[src/rtl/i2c_busctl_reg.sv]
module i2c_busctl_reg #(
  parameter int ADDR_W = 8,
  parameter int DATA_W = 32,
  parameter logic [ADDR_W-1:0] REG_OFS = 'h04
) (
  input  logic                clk,
  input  logic                rst_n,
  input  logic                bus_sel,
  input  logic                bus_wr,
  input  logic [ADDR_W-1:0]   bus_addr,
  input  logic [DATA_W/8-1:0] bus_be,
  input  logic [DATA_W-1:0]   bus_wdata,
  output logic [DATA_W-1:0]   bus_rdata,
  input  logic                scl_in,
  input  logic                sda_in,
  input  logic                xfer_busy,
  input  logic                byte_done,
  input  logic                rs_ack,
  input  logic                chan_en,
  output logic                chan_stop,
  output logic                rs_req,
  output logic                master_mode,
  output logic                ack_en,
  output logic                gcall_en,
  output logic                irq
);
  localparam int PAD_W = DATA_W - 8;

  logic [1:0] scl_s, sda_s;
  logic       scl_p, sda_p;
  logic       berr, beie, scc, mss, acke, gcae, inte, intf;
  logic [7:0] ctl;
  logic       hit, wr0, misplaced;

  assign hit = bus_sel && (bus_addr == REG_OFS);
  assign wr0 = hit && bus_wr && bus_be[0];

  always_ff @(posedge clk or negedge rst_n) begin
    if (!rst_n) begin
      scl_s <= 2'b11;
      sda_s <= 2'b11;
      scl_p <= 1'b1;
      sda_p <= 1'b1;
    end else begin
      scl_s <= {scl_s[0], scl_in};
      sda_s <= {sda_s[0], sda_in};
      scl_p <= scl_s[1];
      sda_p <= sda_s[1];
    end
  end

  assign misplaced = chan_en && xfer_busy && scl_s[1] && scl_p && (sda_s[1] != sda_p);

  always_ff @(posedge clk or negedge rst_n) begin
    if (!rst_n) begin
      berr <= 1'b0;
      beie <= 1'b0;
    end else begin
      if (wr0) begin
        beie <= bus_wdata[6];
        if (!bus_wdata[7]) berr <= 1'b0;
      end
      if (misplaced) berr <= 1'b1;
    end
  end

  always_ff @(posedge clk or negedge rst_n) begin
    if (!rst_n) begin
      scc  <= 1'b0;
      mss  <= 1'b0;
      acke <= 1'b0;
      gcae <= 1'b0;
      inte <= 1'b0;
      intf <= 1'b0;
    end else if (!chan_en) begin
      scc  <= 1'b0;
      mss  <= 1'b0;
      acke <= 1'b0;
      gcae <= 1'b0;
      inte <= 1'b0;
      intf <= 1'b0;
    end else begin
      if (wr0) begin
        mss  <= bus_wdata[4];
        acke <= bus_wdata[3];
        gcae <= bus_wdata[2];
        inte <= bus_wdata[1];
        if (bus_wdata[5] && mss) scc <= 1'b1;
        if (!bus_wdata[0]) intf <= 1'b0;
      end
      if (byte_done) intf <= 1'b1;
      if (rs_ack || misplaced) scc <= 1'b0;
    end
  end

  assign ctl         = {berr, beie, scc, mss, acke, gcae, inte, intf};
  assign bus_rdata   = (hit && !bus_wr) ? {{PAD_W{1'b0}}, ctl} : '0;
  assign chan_stop   = berr;
  assign rs_req      = scc;
  assign master_mode = mss;
  assign ack_en      = acke;
  assign gcall_en    = gcae;
  assign irq         = (berr && beie) || (intf && inte);
endmodule

[config.mk]
export PLATFORM = sky130hd
export DESIGN_NAME = i2c_busctl_reg
export DESIGN_NICKNAME = d
export VERILOG_FILES = /design/src/rtl/i2c_busctl_reg.sv
export SDC_FILE = /design/constraint.sdc
export NUM_CORES = 1
export LEC_CHECK = 0
export BUFFER_PORTS_ARGS = -buffer_cell sky130_fd_sc_hd__clkbuf_2
export CAP_MARGIN = 20
export CELL_PAD_IN_SITES_DETAIL_PLACEMENT = 1
export CELL_PAD_IN_SITES_GLOBAL_PLACEMENT = 1
export CORE_UTILIZATION = 23
export DETAILED_ROUTE_END_ITERATION = 10
export PLACE_DENSITY_LB_ADDON = 0.1
export SLEW_MARGIN = 20
export SYNTH_ARGS = -nofsm -noshare
export SYNTH_HDL_FRONTEND = slang
export SYNTH_SLANG_ARGS = --single-unit
[constraint.sdc]
create_clock -name clk -period 3.9 [get_ports clk]
set_input_delay 0.39 -clock clk [delete_from_list [all_inputs] [get_ports clk]]
set_output_delay 0.39 -clock clk [all_outputs]
set_load 0.01 [all_outputs]
==> flow_summary.json <==
{
  "status": "finished, final reports clean",
  "dieArea_sq_mm": 0.00385,
  "min_period_over_period_pct": 53.8,
  "routedWlPerCell_um": 9.99,
  "tritoncts": "done",
  "crit_fanout": 8,
  "layout_common_cells": "40 x clkbuf_2, 24 x conb_1, 9 x nand2_1, 8 x and2_1, 8 x dfrtp_1",
  "max-vdd-ir-drop_uv": 108,
  "yosys_warnings": 0,
  "cp.depth": 6,
  "cts_max_path_buffers": 2,
  "max_slew.worst_pin.slew_ns": 0.647,
  "cp_data_required_time_ns": 3.51,
  "root_buffer": "clkbuf_4",
  "fp.coreArea_sq_mm": 0.00339,
  "nets": 179,
  "routed_via_density": 3.81,
  "slew_violations": 0,
  "die_y_um": 62.0,
  "place_congestion": 0.671,
  "grt_pass1_vias": 634,
  "path_cells": "clkbuf_2 -> or4b_4 -> nor4_1 -> buf_4 -> and2_1 -> clkbuf_2",
  "drv_cap": 0,
  "grt_use_total_pct": 10.1,
  "cp.arrival_ns": 1.71,
  "synth_seq_cells": 14,
  "place_area_sq_um": 996,
  "rr_endpoint": "rs_req",
  "fin_tns_setup_ns": 0,
  "grt_max_degree": 15,
  "cts_setup_buffers": 0,
  "areaGrowthSynthToFinish_pct": 24.6,
  "avgSynthCellArea_sq_um": 10.2,
  "clock_skew_ns": 0.00159,
  "powerDensity_mw_per_mm2": 291,
  "synth_top_area_share_pct": 24.2,
  "io_buffers": 40,
  "num_rows": 21,
  "p_total_mw": 0.301,
  "die_width_um": 62.0,
  "cts_sinks": 14,
  "cts_max_level": 1,
  "synthTopCellsByArea": "dfrtp_1 24%, buf_4 22%, dfstp_2 19%, and2_1 6.0%, mux2i_1 4.8%",
  "syn_inst": 81,
  "report.final.hold_viol_count": 0,
  "crit_path_end": "bus_rdata[5]",
  "wirelength_mm": 1.70,
  "cts.clk_slew.worst_paths_ns": 0.08,
  "timing.rr.start": "sda_s[1]",
  "p_leak_nw": 0.548,
  "hold_buffers": 0,
  "fin_util_pct": 30.5,
  "diodes": 0,
  "hold_ws_ns": 0.00937,
  "dp_hpwl_mm": 1.42,
  "rsz0062_at_grt": "no",
  "vias": 648,
  "grt_overflow": 0,
  "synth_largest_area_cell": "dfrtp_1",
  "drive_above_1_share_pct": 44.4,
  "drcViolationCount": 0,
  "cp_top_family": "simple AND/OR/NAND/NOR gates",
  "clock_latency_ns": 0.27,
  "min_period_ns": 2.10,
  "ant_nets": 0,
  "critPathCaptureType": "output pin",
  "stdcell_area_sq_mm": 0.00103,
  "cts_resized": 0,
  "mostFrequentLayoutCell": "clkbuf_2",
  "start_util_pct": 24.4,
  "crit_top_cell": "clkbuf_2",
  "r2r_cells": 3,
  "hp-class": "in2async",
  "cp_slowest_stage_delay_ns": 0.55,
  "path_buf_inv": 3,
  "cts-buffers-inserted": 3,
  "ys_types": 23,
  "antenna_found_initial": 0,
  "critPathSlowestCell": "or4b_4",
  "r2r_slack_ns": 2.63,
  "max-slew-margin-rel_pct": 56.5,
  "finalSetupViolations": 0,
  "criticalPathCategory": "in2out",
  "grt_first_pass_wirelength_mm": 2.81,
  "fmax_mhz": 476,
  "synth_area_sq_um": 828,
  "start_kind": "primary input",
  "ioPinCount": 92,
  "synth_sequential_area_ratio_pct": 43.2,
  "setup.worst_path.start": "bus_addr[4]",
  "drt_pass1_iterations": 2,
  "drt_iter0_markers": 13
}
==> metrics by stage <==
step | setup WS, ns | cells
2_1_floorplan | 1.83 | 104
3_3_place_gp | 1.74 | 166
3_5_place_dp | 1.75 | 166
4_1_cts | 1.77 | 170
5_1_grt | 1.71 | 170
6_report | 1.80 | 170
==> cells by family after synthesis <==
group | after synthesis | share of synthesized area [%]
compound gates | 9 | 6.34
xor+xnor | 1 | 1.06
buf+inv | 25 | 22.2
flops | 14 | 43.2
mux | 5 | 6.65
other cells | 1 | 0.453
simple gates | 26 | 20.1
==> worst register-to-register path, cell delays in order, from the launching register on <==
cell	delay, ns
dfstp_2	0.55
xor2_1	0.29
a21oi_1	0.11
a21o_2	0.21
==> cells in the mapped netlist (all sizes together) <==
cell type,number
a21o,1
a22o,1
dfstp,6
xor2,1
or4b,1
nand3b,1
nand2,9
clkbuf,1
conb,1
or3,1
dfrtp,8
nand4b,1
o21ai,1
buf,24
nand2b,1
nor2,1
and4,1
a21oi,6
mux2,1
nor4,2
and2,8
mux2i,4
==> registers in the layout (all words and copies together), names as in the netlist <==
register	cells
sda_p	1
sda_s	2
master_mode	1
ack_en	1
beie	1
chan_stop	1
gcall_en	1
inte	1
scl_p	1
rs_req	1
scl_s	2
intf	1
==> per-layer routing <==
metal	track usage, %	vias up	wire length (um)
met1	12.6	303	716
met5	0	-	0
li1	-	306	-
met3	1.86	0	137
met2	17.6	39	846
met4	2.86	0	0
==> worst min-delay path by stage <==
stage | startpoint | endpoint | slack [ns] | cells past startpoint
2_1_floorplan | rst_n | ack_en | 0.09 | 0
3_3_place_gp | rst_n | chan_stop | 0.31 | 1
3_5_place_dp | rst_n | rs_req | 0.31 | 1
4_1_cts | rst_n | rs_req | 0.01 | 1
5_1_grt | rst_n | master_mode | 0.008 | 1
6_report | rst_n | gcall_en | 0.009 | 1
==> layout make-up <==
type | instances | area [sq um]
repair buffers | 41 | 208
flip-flops and latches | 14 | 358
multi-input cells | 65 | 373
well taps | 46 | 57.6
fillers | 423 | 2360
clock buffers | 4 | 36.3
==> power breakdown <==
| part | switching [mW] | internal, mW | leakage, nW |
|---|---|---|---|
| clock | 0.0446 | 0.0566 | 0.0210 |
| combinational | 0.0258 | 0.0152 | 0.358 |
| sequential | 0.00458 | 0.154 | 0.170 |
| total | 0.0750 | 0.226 | 0.548 |
No activity file was read; power rests on OpenSTA's default activity.
